**src/rtl/qc_pkg.sv**
```systemverilog
package qc_pkg;
  localparam int CNT_W   = 16;
  localparam int PRESC_W = 3;
  localparam int DIV_W   = (1 << PRESC_W) - 1;
  localparam int ADDR_W  = 3;

  localparam logic [ADDR_W-1:0] A_COUNT = 3'd0;
  localparam logic [ADDR_W-1:0] A_LOW   = 3'd1;
  localparam logic [ADDR_W-1:0] A_HIGH  = 3'd2;
  localparam logic [ADDR_W-1:0] A_PRESC = 3'd3;
  localparam logic [ADDR_W-1:0] A_MODE  = 3'd4;
  localparam logic [ADDR_W-1:0] A_QCTL  = 3'd5;
  localparam logic [ADDR_W-1:0] A_LOCK  = 3'd6;

  localparam int MODE_EN_BIT  = 0;
  localparam int MODE_REL_BIT = 2;

  typedef struct packed {
    logic [CNT_W-1:0]   lowVal;
    logic [CNT_W-1:0]   highVal;
    logic [PRESC_W-1:0] presc;
    logic               modEn;
    logic               quadEn;
  } cfg_t;

  typedef struct packed {
    logic cntReload;
  } strobe_t;
endpackage

```
**src/rtl/qc_ctrl.sv**
```systemverilog
module qc_ctrl
  import qc_pkg::*;
(
  input  logic              clk,
  input  logic              rstN,
  input  logic [ADDR_W-1:0] busAddr,
  input  logic              busWr,
  input  logic [CNT_W-1:0]  busWrData,
  input  logic [CNT_W-1:0]  count,
  output logic [CNT_W-1:0]  busRdData,
  output cfg_t              cfg,
  output strobe_t           strb,
  output logic              lockFlag
);
  logic boundWrOk;
  assign boundWrOk = !lockFlag && cfg.modEn;

  always_ff @(posedge clk or negedge rstN) begin
    if (!rstN) begin
      cfg.lowVal  <= '0;
      cfg.highVal <= '1;
      cfg.presc   <= '0;
      cfg.modEn   <= 1'b0;
      cfg.quadEn  <= 1'b0;
      lockFlag    <= 1'b0;
    end else if (busWr) begin
      case (busAddr)
        A_LOW:   if (boundWrOk) cfg.lowVal  <= busWrData;
        A_HIGH:  if (boundWrOk) cfg.highVal <= busWrData;
        A_PRESC: if (!lockFlag) cfg.presc   <= busWrData[PRESC_W-1:0];
        A_MODE: begin
          if (lockFlag) begin
            if (busWrData[MODE_REL_BIT]) lockFlag <= 1'b0;
          end else begin
            cfg.modEn <= busWrData[MODE_EN_BIT];
          end
        end
        A_QCTL:  if (!lockFlag) cfg.quadEn <= busWrData[0];
        A_LOCK:  if (busWrData[0]) lockFlag <= 1'b1;
        default: ;
      endcase
    end
  end

  always_comb begin
    strb.cntReload = busWr && ((busAddr == A_COUNT) ||
                               (busAddr == A_PRESC && !lockFlag));
  end

  always_comb begin
    busRdData = '0;
    case (busAddr)
      A_COUNT: busRdData = count;
      A_LOW:   busRdData = cfg.lowVal;
      A_HIGH:  busRdData = cfg.highVal;
      A_PRESC: busRdData[PRESC_W-1:0] = cfg.presc;
      A_MODE:  busRdData[MODE_EN_BIT] = cfg.modEn;
      A_QCTL:  busRdData[0] = cfg.quadEn;
      A_LOCK:  busRdData[0] = lockFlag;
      default: busRdData = '0;
    endcase
  end
endmodule

```
**src/rtl/qc_datapath.sv**
```systemverilog
module qc_datapath
  import qc_pkg::*;
#(
  parameter int SYNC_STAGES = 2
) (
  input  logic             clk,
  input  logic             rstN,
  input  logic             phaseA,
  input  logic             phaseB,
  input  cfg_t             cfg,
  input  strobe_t          strb,
  output logic [CNT_W-1:0] count,
  output logic             tickUp,
  output logic             tickDn
);
  logic [SYNC_STAGES-1:0] aPipe, bPipe;
  logic [1:0] curAB, prevAB;
  logic evUp, evDn, runEn, divHit;
  logic [DIV_W-1:0] divCnt, divLimit;

  generate
    if (SYNC_STAGES == 1) begin : g_sync1
      always_ff @(posedge clk or negedge rstN) begin
        if (!rstN) begin
          aPipe <= '0;
          bPipe <= '0;
        end else begin
          aPipe <= phaseA;
          bPipe <= phaseB;
        end
      end
    end else begin : g_syncN
      always_ff @(posedge clk or negedge rstN) begin
        if (!rstN) begin
          aPipe <= '0;
          bPipe <= '0;
        end else begin
          aPipe <= {aPipe[SYNC_STAGES-2:0], phaseA};
          bPipe <= {bPipe[SYNC_STAGES-2:0], phaseB};
        end
      end
    end
  endgenerate

  assign curAB = {aPipe[SYNC_STAGES-1], bPipe[SYNC_STAGES-1]};

  always_ff @(posedge clk or negedge rstN) begin
    if (!rstN) prevAB <= 2'b00;
    else       prevAB <= curAB;
  end

  always_comb begin
    evUp = 1'b0;
    evDn = 1'b0;
    case ({prevAB, curAB})
      4'b00_10, 4'b10_11, 4'b11_01, 4'b01_00: evUp = 1'b1;
      4'b10_00, 4'b11_10, 4'b01_11, 4'b00_01: evDn = 1'b1;
      default: ;
    endcase
  end

  assign runEn    = cfg.modEn && cfg.quadEn;
  assign divLimit = (DIV_W'(1) << cfg.presc) - DIV_W'(1);
  assign divHit   = runEn && (evUp || evDn) && (divCnt == divLimit);
  assign tickUp   = divHit && evUp;
  assign tickDn   = divHit && evDn;

  always_ff @(posedge clk or negedge rstN) begin
    if (!rstN) begin
      divCnt <= '0;
    end else if (strb.cntReload || divHit) begin
      divCnt <= '0;
    end else if (runEn && (evUp || evDn)) begin
      divCnt <= divCnt + DIV_W'(1);
    end
  end

  always_ff @(posedge clk or negedge rstN) begin
    if (!rstN) begin
      count <= '0;
    end else if (strb.cntReload) begin
      count <= cfg.lowVal;
    end else if (tickUp) begin
      count <= (count == cfg.highVal) ? cfg.lowVal : count + CNT_W'(1);
    end else if (tickDn) begin
      count <= (count == cfg.lowVal) ? cfg.highVal : count - CNT_W'(1);
    end
  end
endmodule

```
**src/rtl/qc_top.sv**
```systemverilog
module qc_top
  import qc_pkg::*;
#(
  parameter int SYNC_STAGES = 2
) (
  input  logic              clk,
  input  logic              rstN,
  input  logic              phaseA,
  input  logic              phaseB,
  input  logic [ADDR_W-1:0] busAddr,
  input  logic              busWr,
  input  logic [CNT_W-1:0]  busWrData,
  output logic [CNT_W-1:0]  busRdData
);
  cfg_t             cfg;
  strobe_t          strb;
  logic             lockFlag;
  logic [CNT_W-1:0] count;
  logic             tickUp, tickDn;

  qc_ctrl u_ctrl (
    .clk(clk), .rstN(rstN), .busAddr(busAddr), .busWr(busWr),
    .busWrData(busWrData), .count(count), .busRdData(busRdData),
    .cfg(cfg), .strb(strb), .lockFlag(lockFlag)
  );

  qc_datapath #(.SYNC_STAGES(SYNC_STAGES)) u_dp (
    .clk(clk), .rstN(rstN), .phaseA(phaseA), .phaseB(phaseB),
    .cfg(cfg), .strb(strb), .count(count), .tickUp(tickUp), .tickDn(tickDn)
  );
endmodule

```
**config.mk**
```make
export PLATFORM = sky130hd
export DESIGN_NAME = qc_top
export DESIGN_NICKNAME = d
export VERILOG_FILES = /design/src/rtl/qc_pkg.sv /design/src/rtl/qc_ctrl.sv /design/src/rtl/qc_datapath.sv /design/src/rtl/qc_top.sv
export SDC_FILE = /design/constraint.sdc
export NUM_CORES = 1
export LEC_CHECK = 0
export BUFFER_PORTS_ARGS = -buffer_cell sky130_fd_sc_hd__buf_2
export CAP_MARGIN = 10
export CORE_UTILIZATION = 45
export CTS_CLUSTER_DIAMETER = 200
export DETAILED_ROUTE_END_ITERATION = 16
export GPL_ROUTABILITY_DRIVEN = 0
export PLACE_DENSITY_LB_ADDON = 0.1
export SYNTH_ARGS = -nofsm -noshare
export SYNTH_HDL_FRONTEND = slang
export SYNTH_HIERARCHICAL = 1
export SYNTH_SLANG_ARGS = --single-unit
```
**constraint.sdc**
```tcl
create_clock -name clk -period 8.3 [get_ports clk]
set_clock_uncertainty 0.2 [all_clocks]
set_input_delay 0.415 -clock clk [delete_from_list [all_inputs] [get_ports clk]]
set_output_delay 0.415 -clock clk [all_outputs]
set_load 0.02 [all_outputs]
```
=== Word-level counts from Yosys, hierarchy flattened ===
Cells that the tools add are included.

* Add/sub/neg operators: 4
* Multiply operators: 0
* Div/mod/pow operators: 0
* Order comparisons: 0
* Equality and inequality tests: 18
* Shift operators: 1
* Multiplexer cells: 16
* Bitwise operators: 1
* Reduce and logical (&&, ||, !) cells: 24

{| class="wikitable"
|+ Operators with widths
! operator !! number
|-
| $mux W16 || 5
|-
| $pmux W13 S3 || 1
|-
| $eq A16 B16 Y1 || 2
|-
| $reduce_and A3 Y1 || 6
|-
| $add A16 B1 Y16 const B || 1
|-
| $eq A4 B4 Y1 const B || 4
|-
| $sub A16 B1 Y16 const B || 1
|-
| $mux W7 || 2
|-
| $eq A3 B3 Y1 const B || 3
|-
| $eq A4 B3 Y1 const B || 2
|-
| $logic_and A1 B1 Y1 || 8
|-
| $pmux W2 S4 || 1
|-
| $reduce_or A4 Y1 || 2
|-
| $add A7 B1 Y7 const B || 1
|-
| $eq A7 B7 Y1 || 1
|-
| $pmux W1 S7 || 1
|-
| $shl A1 B3 Y7 const A || 1
|-
| $sub A7 B2 Y7 const B || 1
|-
| $eq A3 B2 Y1 const B || 2
|-
| $mux W1 || 5
|-
| $eq A4 B1 Y1 const B || 1
|-
| $eq A4 B2 Y1 const B || 1
|-
| $reduce_bool A2 Y1 || 2
|-
| $eq A3 B1 Y1 const B || 1
|-
| other kinds (7) || 9
|}

* Register bits: 67
* Bits in latches: 0
* Memory bits (writable): 0
* ROM bits: 0
* Bits of input ports: 24
* Output and inout port bits: 16
* Logic and storage cells: 75
* Memories: 0

=== Depth between registers and ports, before layout ===
Gate-level depths: netlist of the first run.

* Depth after elaboration: 10
* Gate-level depth with buffers: 10
* Gate-level depth less buffers: 8

=== Modules after synthesis ===
The synthesis of the first run kept the hierarchy.

{| class="wikitable"
|+ Modules (own cells, without submodules)
! module !! times used !! cells each !! area each (µm²) !! seq. area each (µm²)
|-
| qc_datapath || 1 || 336 || 2862.7 || 725.7
|-
| qc_ctrl || 1 || 164 || 2055.7 || 970.9
|}

=== Worst setup path before layout of the first run ===
No wires, ideal clock.

* Path kind: register -> register
* From: reg u_dp.count[8]
* To: reg u_dp.count[15]
* Library setup time: 0.124 ns
* Data arrival time: 2.280 ns
* Required time: 7.976 ns
* Path slack: 5.697 ns
* Stages on the path, launching flop included: 8
* Buffers on the path: 1
* Period minus slack after synthesis: 2.603 ns
* Path through: dfrtp_1 buf_6 or4_4 or4_4 nor4_4 xnor2_1 a211oi_2 o31a_1

* Cells in the longest elaborated chain, start to end: 5
* Elaborated cells between the ends (all ways): 9
* Those cells by class: 2 x add/sub; 2 x eq/ne; 5 x mux

{| class="wikitable"
|+ RTL lines
! item !! line !! source
|-
| start, declared || qc_datapath.sv:12 || <nowiki>output logic [CNT_W-1:0] count,</nowiki>
|-
| start signal, assigned || qc_datapath.sv:82 || <nowiki>count <= cfg.lowVal;</nowiki>
|-
| start signal, assigned || qc_datapath.sv:84 || <nowiki>count <= (count == cfg.highVal) ? cfg.lowVal : count + CNT_W'(1);</nowiki>
|-
| start signal, assigned || qc_datapath.sv:86 || <nowiki>count <= (count == cfg.lowVal) ? cfg.highVal : count - CNT_W'(1);</nowiki>
|-
| $sub A16 B1 Y16 or $eq A16 B16 Y1 (tied branches) || qc_datapath.sv:86 ||
|-
| $mux W16 || qc_datapath.sv:86 ||
|-
| $mux W16 || qc_datapath.sv:85 || <nowiki>end else if (tickDn) begin</nowiki>
|-
| $mux W16 * || qc_datapath.sv:83 || <nowiki>end else if (tickUp) begin</nowiki>
|-
| $mux W16 * || qc_datapath.sv:81 || <nowiki>end else if (strb.cntReload) begin</nowiki>
|}

Mark *: on every way between the ends. The rest lies on a longest branch, timed or not. The select of a mux whose other input is x is not followed.
A chain may end at the register's enable or synchronous reset.

=== Worst setup path in the final report of the first run ===
* From: reg u_dp.bPipe[1]
* To: reg u_dp.count[13]

* Cells in the longest elaborated chain, start to end: 9
* Elaborated cells between the ends (all ways): 20
* Those cells by class: 8 x eq/ne; 4 x mux; 8 x reduce/logical

{| class="wikitable"
|+ RTL lines
! item !! line !! source
|-
| start, declared || qc_datapath.sv:16 || <nowiki>logic [SYNC_STAGES-1:0] aPipe, bPipe;</nowiki>
|-
| start signal, assigned || qc_datapath.sv:39 || <nowiki>bPipe <= {bPipe[SYNC_STAGES-2:0], phaseB};</nowiki>
|-
| $eq A4 B2 Y1, or another cell as far along || qc_datapath.sv:55 || <nowiki>case ({prevAB, curAB})</nowiki>
|-
| $reduce_or A4 Y1 || qc_datapath.sv:55 ||
|-
| $mux W1 || qc_datapath.sv:55 ||
|-
| $logic_or A1 B1 Y1 || qc_datapath.sv:64 || <nowiki>assign divHit = runEn && (evUp || evDn) && (divCnt == divLimit);</nowiki>
|-
| $logic_and A1 B1 Y1 (2 in series) || qc_datapath.sv:64 ||
|-
| $logic_and A1 B1 Y1 || qc_datapath.sv:65 || <nowiki>assign tickUp = divHit && evUp;</nowiki>
|-
| $mux W16 || qc_datapath.sv:83 ||
|-
| $mux W16 || qc_datapath.sv:81 ||
|}

Several ways; a longest one is shown, not always the timed one.

==> impl_metrics.yaml, run 1 <==
clocking:
  cts-root-buf: "clkbuf_8"
  insertion_delay_ns: 0.38
  cts_made_buffers: 9
  cts_tree: "done"
  cts_resized: 0
  cts_post_setup_buffers_inserted: 0
  clk_pin_slew_ns: 0.08
  hold_buffers: 2
  htreeDepth: 3
  numClockSinks: 67
  cts_max_path_buffers: 2
timing:
  setup_viol: 0
  hold_ws_ns: 0.00847
  rsz0062_at_grt: "no"
  fmax_mhz: 313
  min_period_ns: 3.19
  setup_tns_ns: 0
  slew_headroom_pct: 23.8
  worstMarginPinSlew_ns: 1.13
  fin_crit_sh_pct: 38.4
  slew_viol_final: 0
  hold_violations: 0
setup_path:
  critPathLaunchType: "flip-flop"
  cp.required_ns: 8.39
  ff2ff_path_depth: 6
  end_kind: "flip-flop"
  cp.arrival_ns: 3.28
  cp.buffers_inverters: 0
  worstSetupPathType: "flip-flop to flip-flop"
  r2r_end: "u_dp/count[13]$_DFFE_PN0P_"
  rrSetupSlack_ns: 5.11
  cpPeakStageDelay_ns: 0.79
  worstPathCellList: "xor2_1 -> or2_1 -> a21oi_2 -> nand4b_1 -> a2111o_1 -> o211ai_1"
  cpMaxStageDelayCell: "nand4b_1"
  path_delay_family: "simple AND/OR/NAND/NOR gates"
  path_max_fanout: 17
  r2r-start: "u_dp/bPipe[1]$_DFF_PN0_"
flow_run:
  max_cap_viol_count: 0
global_route:
  grt_pass1_vias: 3785
  grt_start_max_net_pins: 68
  grt_antenna_before_repair: 0
  grt_pass1_wl_um: 20800
  track_usage_pct: 24.3
  overflow: 0
synthesis:
  syn_avg_cell_area_um2: 9.86
  syn_nets: 525
  synth_area_um2: 4910
  synthCells: 498
  ys.warnings.count: 6
floorplan:
  die-area_um2: 11300
  die_y_um: 106
  core-area_um2: 10500
  start_util_pct: 46.9
  io_pins: 40
  die_w_um: 106
  fp-row-count: 37
routing:
  drc_errors: 0
  wl_per_cell_um: 19.4
  ant_nets: 0
  vias: 3820
  wirelength_um: 12600
  first_pass_iters: 4
  viasPerCell: 5.85
  initialDrtViolationCount: 254
place:
  port_buffers: 39
  dp_hpwl_um: 8410
final_layout:
  finalNetCount: 539
  area_growth_pct: 7.49
  multi_input_area_um2: 2960
  num-fill-cells: 1026
  drive_gt1_share_pct: 27.9
  insertedDiodeCount: 0
  seq_area_um2: 1700
pwr:
  max-vdd-ir-drop_v: 0.000147
  power.density_nw_per_um2: 287
  power.leakage_uw: 0.00243
min_path:
  hp-class: "input port to async pin"
run_status:
  status: "complete, no violations"
==> layout make-up <==
class                      instances  area share (%)
tap                              136            3.22
clock buffer                       9            2.35
multi-input combinational        381            56.2
sequential                        67            32.1
clock inverter                     7           0.853
timing repair buffer              46            4.79
inverter                           7           0.498
==> cells in the final DEF, fill, tap and decap left out, types with 3 or more instances in the layout <==
cell type / count
nor2b_1: 8
mux2_2: 28
nor2_1: 22
a21oi_1: 16
nor4_1: 12
o21ai_0: 8
nand2b_1: 3
nand4_1: 10
xor2_1: 48
clkinv_2: 3
o211ai_1: 14
mux2i_1: 36
nor3_1: 5
xnor2_1: 16
mux2_4: 10
nand2_1: 47
nand3_1: 9
a31oi_1: 3
or2_2: 16
a22oi_1: 4
a211oi_1: 3
clkinvlp_4: 4
dfstp_2: 16
clkbuf_8: 9
buf_4: 5
a221o_1: 10
inv_1: 7
ha_1: 3
dfrtp_1: 51
a2111o_1: 4
buf_2: 39
==> registers in the layout (all words and copies together), names as in the netlist <==
name             count
u_dp/bPipe           2
u_dp/count          16
u_dp/aPipe           2
u_ctrl/cfg          37
u_dp/divCnt          7
u_ctrl/lockFlag      1
u_dp/prevAB          2
==> worst register-to-register path, stage by stage, from the launching register on <==
cell and delay, ns:
dfrtp_1 0.39, xor2_1 0.18, or2_1 0.39, a21oi_2 0.43, nand4b_1 0.79, a2111o_1 0.63, o211ai_1 0.11
==> per-stage QoR <==
step / cell area [um^2] / cells / worst slack (ns) / util (%) / total power (uW)
6_report: 5280 / 653 / 5.11 / 50.5 / 1520
5_1_grt: 5280 / 653 / 4.89 / 50.5 / 1630
4_1_cts: 5280 / 653 / 5.08 / 50.5 / 1530
3_5_place_dp: 5090 / 635 / 4.90 / 48.6 / 1270
3_3_place_gp: 5090 / 635 / 4.97 / 48.6 / 1260
2_1_floorplan: 4910 / 498 / 5.70 / - / 1120
==> power breakdown <==
group	internal [uW]	switching, uW
Clock	106	138
Sequential	443	220
Combinational	315	296
==> layer usage <==
layer / global-route usage [%] / wire length, um
met1: 32.9 / 6000
met2: 38.5 / 5940
met5: 0 / 0
met4: 8.90 / 194
met3: 4.54 / 512
==> how the worst max path moves through the flow <==
stage | start | cells after the start | slack [ns] | end
final | u_dp/bPipe[1]$_DFF_PN0_ | 6 | 5.11 | u_dp/count[13]$_DFFE_PN0P_
after global routing | u_dp/bPipe[1]$_DFF_PN0_ | 6 | 4.89 | u_dp/count[12]$_DFFE_PN0P_
after CTS | u_dp/count[2]$_DFFE_PN0P_ | 7 | 5.08 | u_dp/count[9]$_DFFE_PN0P_
after detailed placement | busAddr[1] | 7 | 4.90 | u_dp/count[13]$_DFFE_PN0P_
after global placement | busAddr[1] | 7 | 4.97 | u_dp/count[14]$_DFFE_PN0P_
after floorplan | u_dp/count[8]$_DFFE_PN0P_ | 7 | 5.70 | u_dp/count[15]$_DFFE_PN0P_
Note: power is estimated with default switching activity, not from simulation.
==> inputs of run 2 (changes only) <==
==> constraint.sdc (replaced) <==
create_clock -name clk -period 2.6 [get_ports clk]
set_clock_uncertainty 0.2 [all_clocks]
set_input_delay 0.13 -clock clk [delete_from_list [all_inputs] [get_ports clk]]
set_output_delay 0.13 -clock clk [all_outputs]
set_load 0.02 [all_outputs]
==> impl_metrics.yaml, run 2 (same netlist as run 1, synthesis figures left out) <==
run_status:
  status: "complete, no violations"
clocking:
  cts-root-buf: "clkbuf_8"
  cts_max_path_buffers: 2
  numClockSinks: 67
  clk_pin_slew_ns: 0.07
  cts_made_buffers: 9
  htreeDepth: 3
  insertion_delay_ns: 0.37
  cts_tree: "done"
  cts_post_setup_buffers_inserted: 0
floorplan:
  die_y_um: 106
  start_util_pct: 46.9
  fp-row-count: 37
  core-area_um2: 10500
  die_w_um: 106
  io_pins: 40
  die-area_um2: 11300
setup_path:
  critPathLaunch: "u_dp/count[6]$_DFFE_PN0P_"
  cp.required_ns: 2.65
  cp.arrival_ns: 2.53
  critPathLaunchType: "flip-flop"
  ff2ff_path_depth: 6
  end_kind: "flip-flop"
  worstSetupPathType: "flip-flop to flip-flop"
  r2r-start: "u_dp/count[6]$_DFFE_PN0P_"
  path_max_fanout: 4
routing:
  wl_per_cell_um: 19.3
  drc_errors: 0
  first_pass_iters: 4
  wirelength_um: 13700
  ant_nets: 0
  viasPerCell: 5.72
  vias: 4059
  initialDrtViolationCount: 241
min_path:
  hold_depth: 3
  min_from: "busAddr[0]"
  hp-class: "input port to flip-flop"
place:
  dp_hpwl_um: 9580
  port_buffers: 39
  placed_area_um2: 5380
final_layout:
  finalNetCount: 595
  area_growth_pct: 18.6
  final_cell_mix: "50 x dfrtp_1, 48 x xor2_1, 47 x nand2_1"
  layout_commonest_cell: "dfrtp_1"
  largest_reg_flops: 37
  drive_gt1_share_pct: 32.6
  design_area_um2: 5830
  largest_register: "u_ctrl/cfg"
  reg.largest.list: "u_ctrl/cfg: 37 flops, u_dp/count: 16 flops, u_dp/divCnt: 7 flops"
  insertedDiodeCount: 0
timing:
  slew_viol_final: 0
  hold_violations: 0
  min_period_ns: 2.47
  slew_headroom_pct: 57.7
  worstMarginPinSlew_ns: 0.619
  setup_viol: 0
  setup_tns_ns: 0
  fin_crit_sh_pct: 95.2
  fmax_mhz: 404
  rsz0062_at_grt: "no"
global_route:
  overflow: 0
  grt_start_max_net_pins: 33
  grt_pass1_wl_um: 22600
  grt_pass1_vias: 4185
  grt_antenna_before_repair: 0
  track_usage_pct: 26.2
pwr:
  power.density_nw_per_um2: 936
  power.leakage_uw: 0.00274
  max-vdd-ir-drop_v: 0.000473
  power.total_uw: 5450
flow_run:
  max_cap_viol_count: 0
==> run 2: changes by cell type in the layout (fill, tap and decap cells not counted), moves of 2 or more <==
cell / delta
clkbuf_8: +2
buf_4: +38
dlygate4sd3_1: +18
nor4_2: +3
clkinvlp_4: -4
bufinv_16: +2
nor4_1: -3
==> run 2: where the power goes <==
part           switching (uW)  internal (uW)
logic                    1300           1270
registers                 449           1420
clock network             419            587
total                    2170           3280
==> run 2: final timing paths <==
path                                               to  slack, ns
hold / removal              u_ctrl/cfg[0]$_DFFE_PN0P_       0.04
setup / recovery           u_dp/count[15]$_DFFE_PN0P_       0.13
setup reg to reg           u_dp/count[15]$_DFFE_PN0P_       0.13
min in group asynchronous   u_dp/count[9]$_DFFE_PN0P_       0.10
hold reg to reg               u_dp/bPipe[1]$_DFF_PN0_       0.15
max in group asynchronous  u_ctrl/cfg[20]$_DFFE_PN1P_       1.26
==> run 2: final cells by class <==
| type | count | area, um^2 |
|---|---|---|
| clock buffers | 11 | 151 |
| clock inverters | 5 | 75.1 |
| fillers | 980 | 4640 |
| inverters | 7 | 26.3 |
| multi-input cells | 381 | 2990 |
| flip-flops and latches | 67 | 1700 |
| well taps | 136 | 170 |
| repair buffers | 102 | 718 |
==> run 2: per-layer routing <==
| metal | up-vias | global-route usage, % | part of all wire [%] |
|---|---|---|---|
| li1 | 1944 | - | - |
| met4 | 0 | 10.8 | 2.4 |
| met3 | 23 | 6.87 | 4.5 |
| met5 | - | 0 | 0 |
| met2 | 91 | 41.8 | 47 |
| met1 | 2001 | 33.7 | 46 |
==> run 2: worst max-delay path, stage by stage, from the launching register on <==
cell and delay [ns]:
dfrtp_1 0.39, or4_4 0.56, or4_4 0.47, nor4_4 0.23, xnor2_1 0.16, a211oi_2 0.09, o31a_1 0.27
==> run 2: timing repair <==
action | CTS | global route
endpoints found under the setup margin | 0 | 5
hold buffers | 20 | 0
gates resized for setup | 0 | 5
endpoints found under the hold margin | 60 | 0
==> run 2: through the flow <==
stage,worst slack [ns],hold slack [ns],utilization [%],std cells
5_1_grt,0.000340,0.0537,55.7,709
6_report,0.125,0.0365,55.7,709
4_1_cts,0.0320,0.0189,55.5,709
3_3_place_gp,0.109,-0.0470,51.4,673
3_5_place_dp,0.0660,-0.0400,51.4,673
2_1_floorplan,0.0388,-0.366,-,498
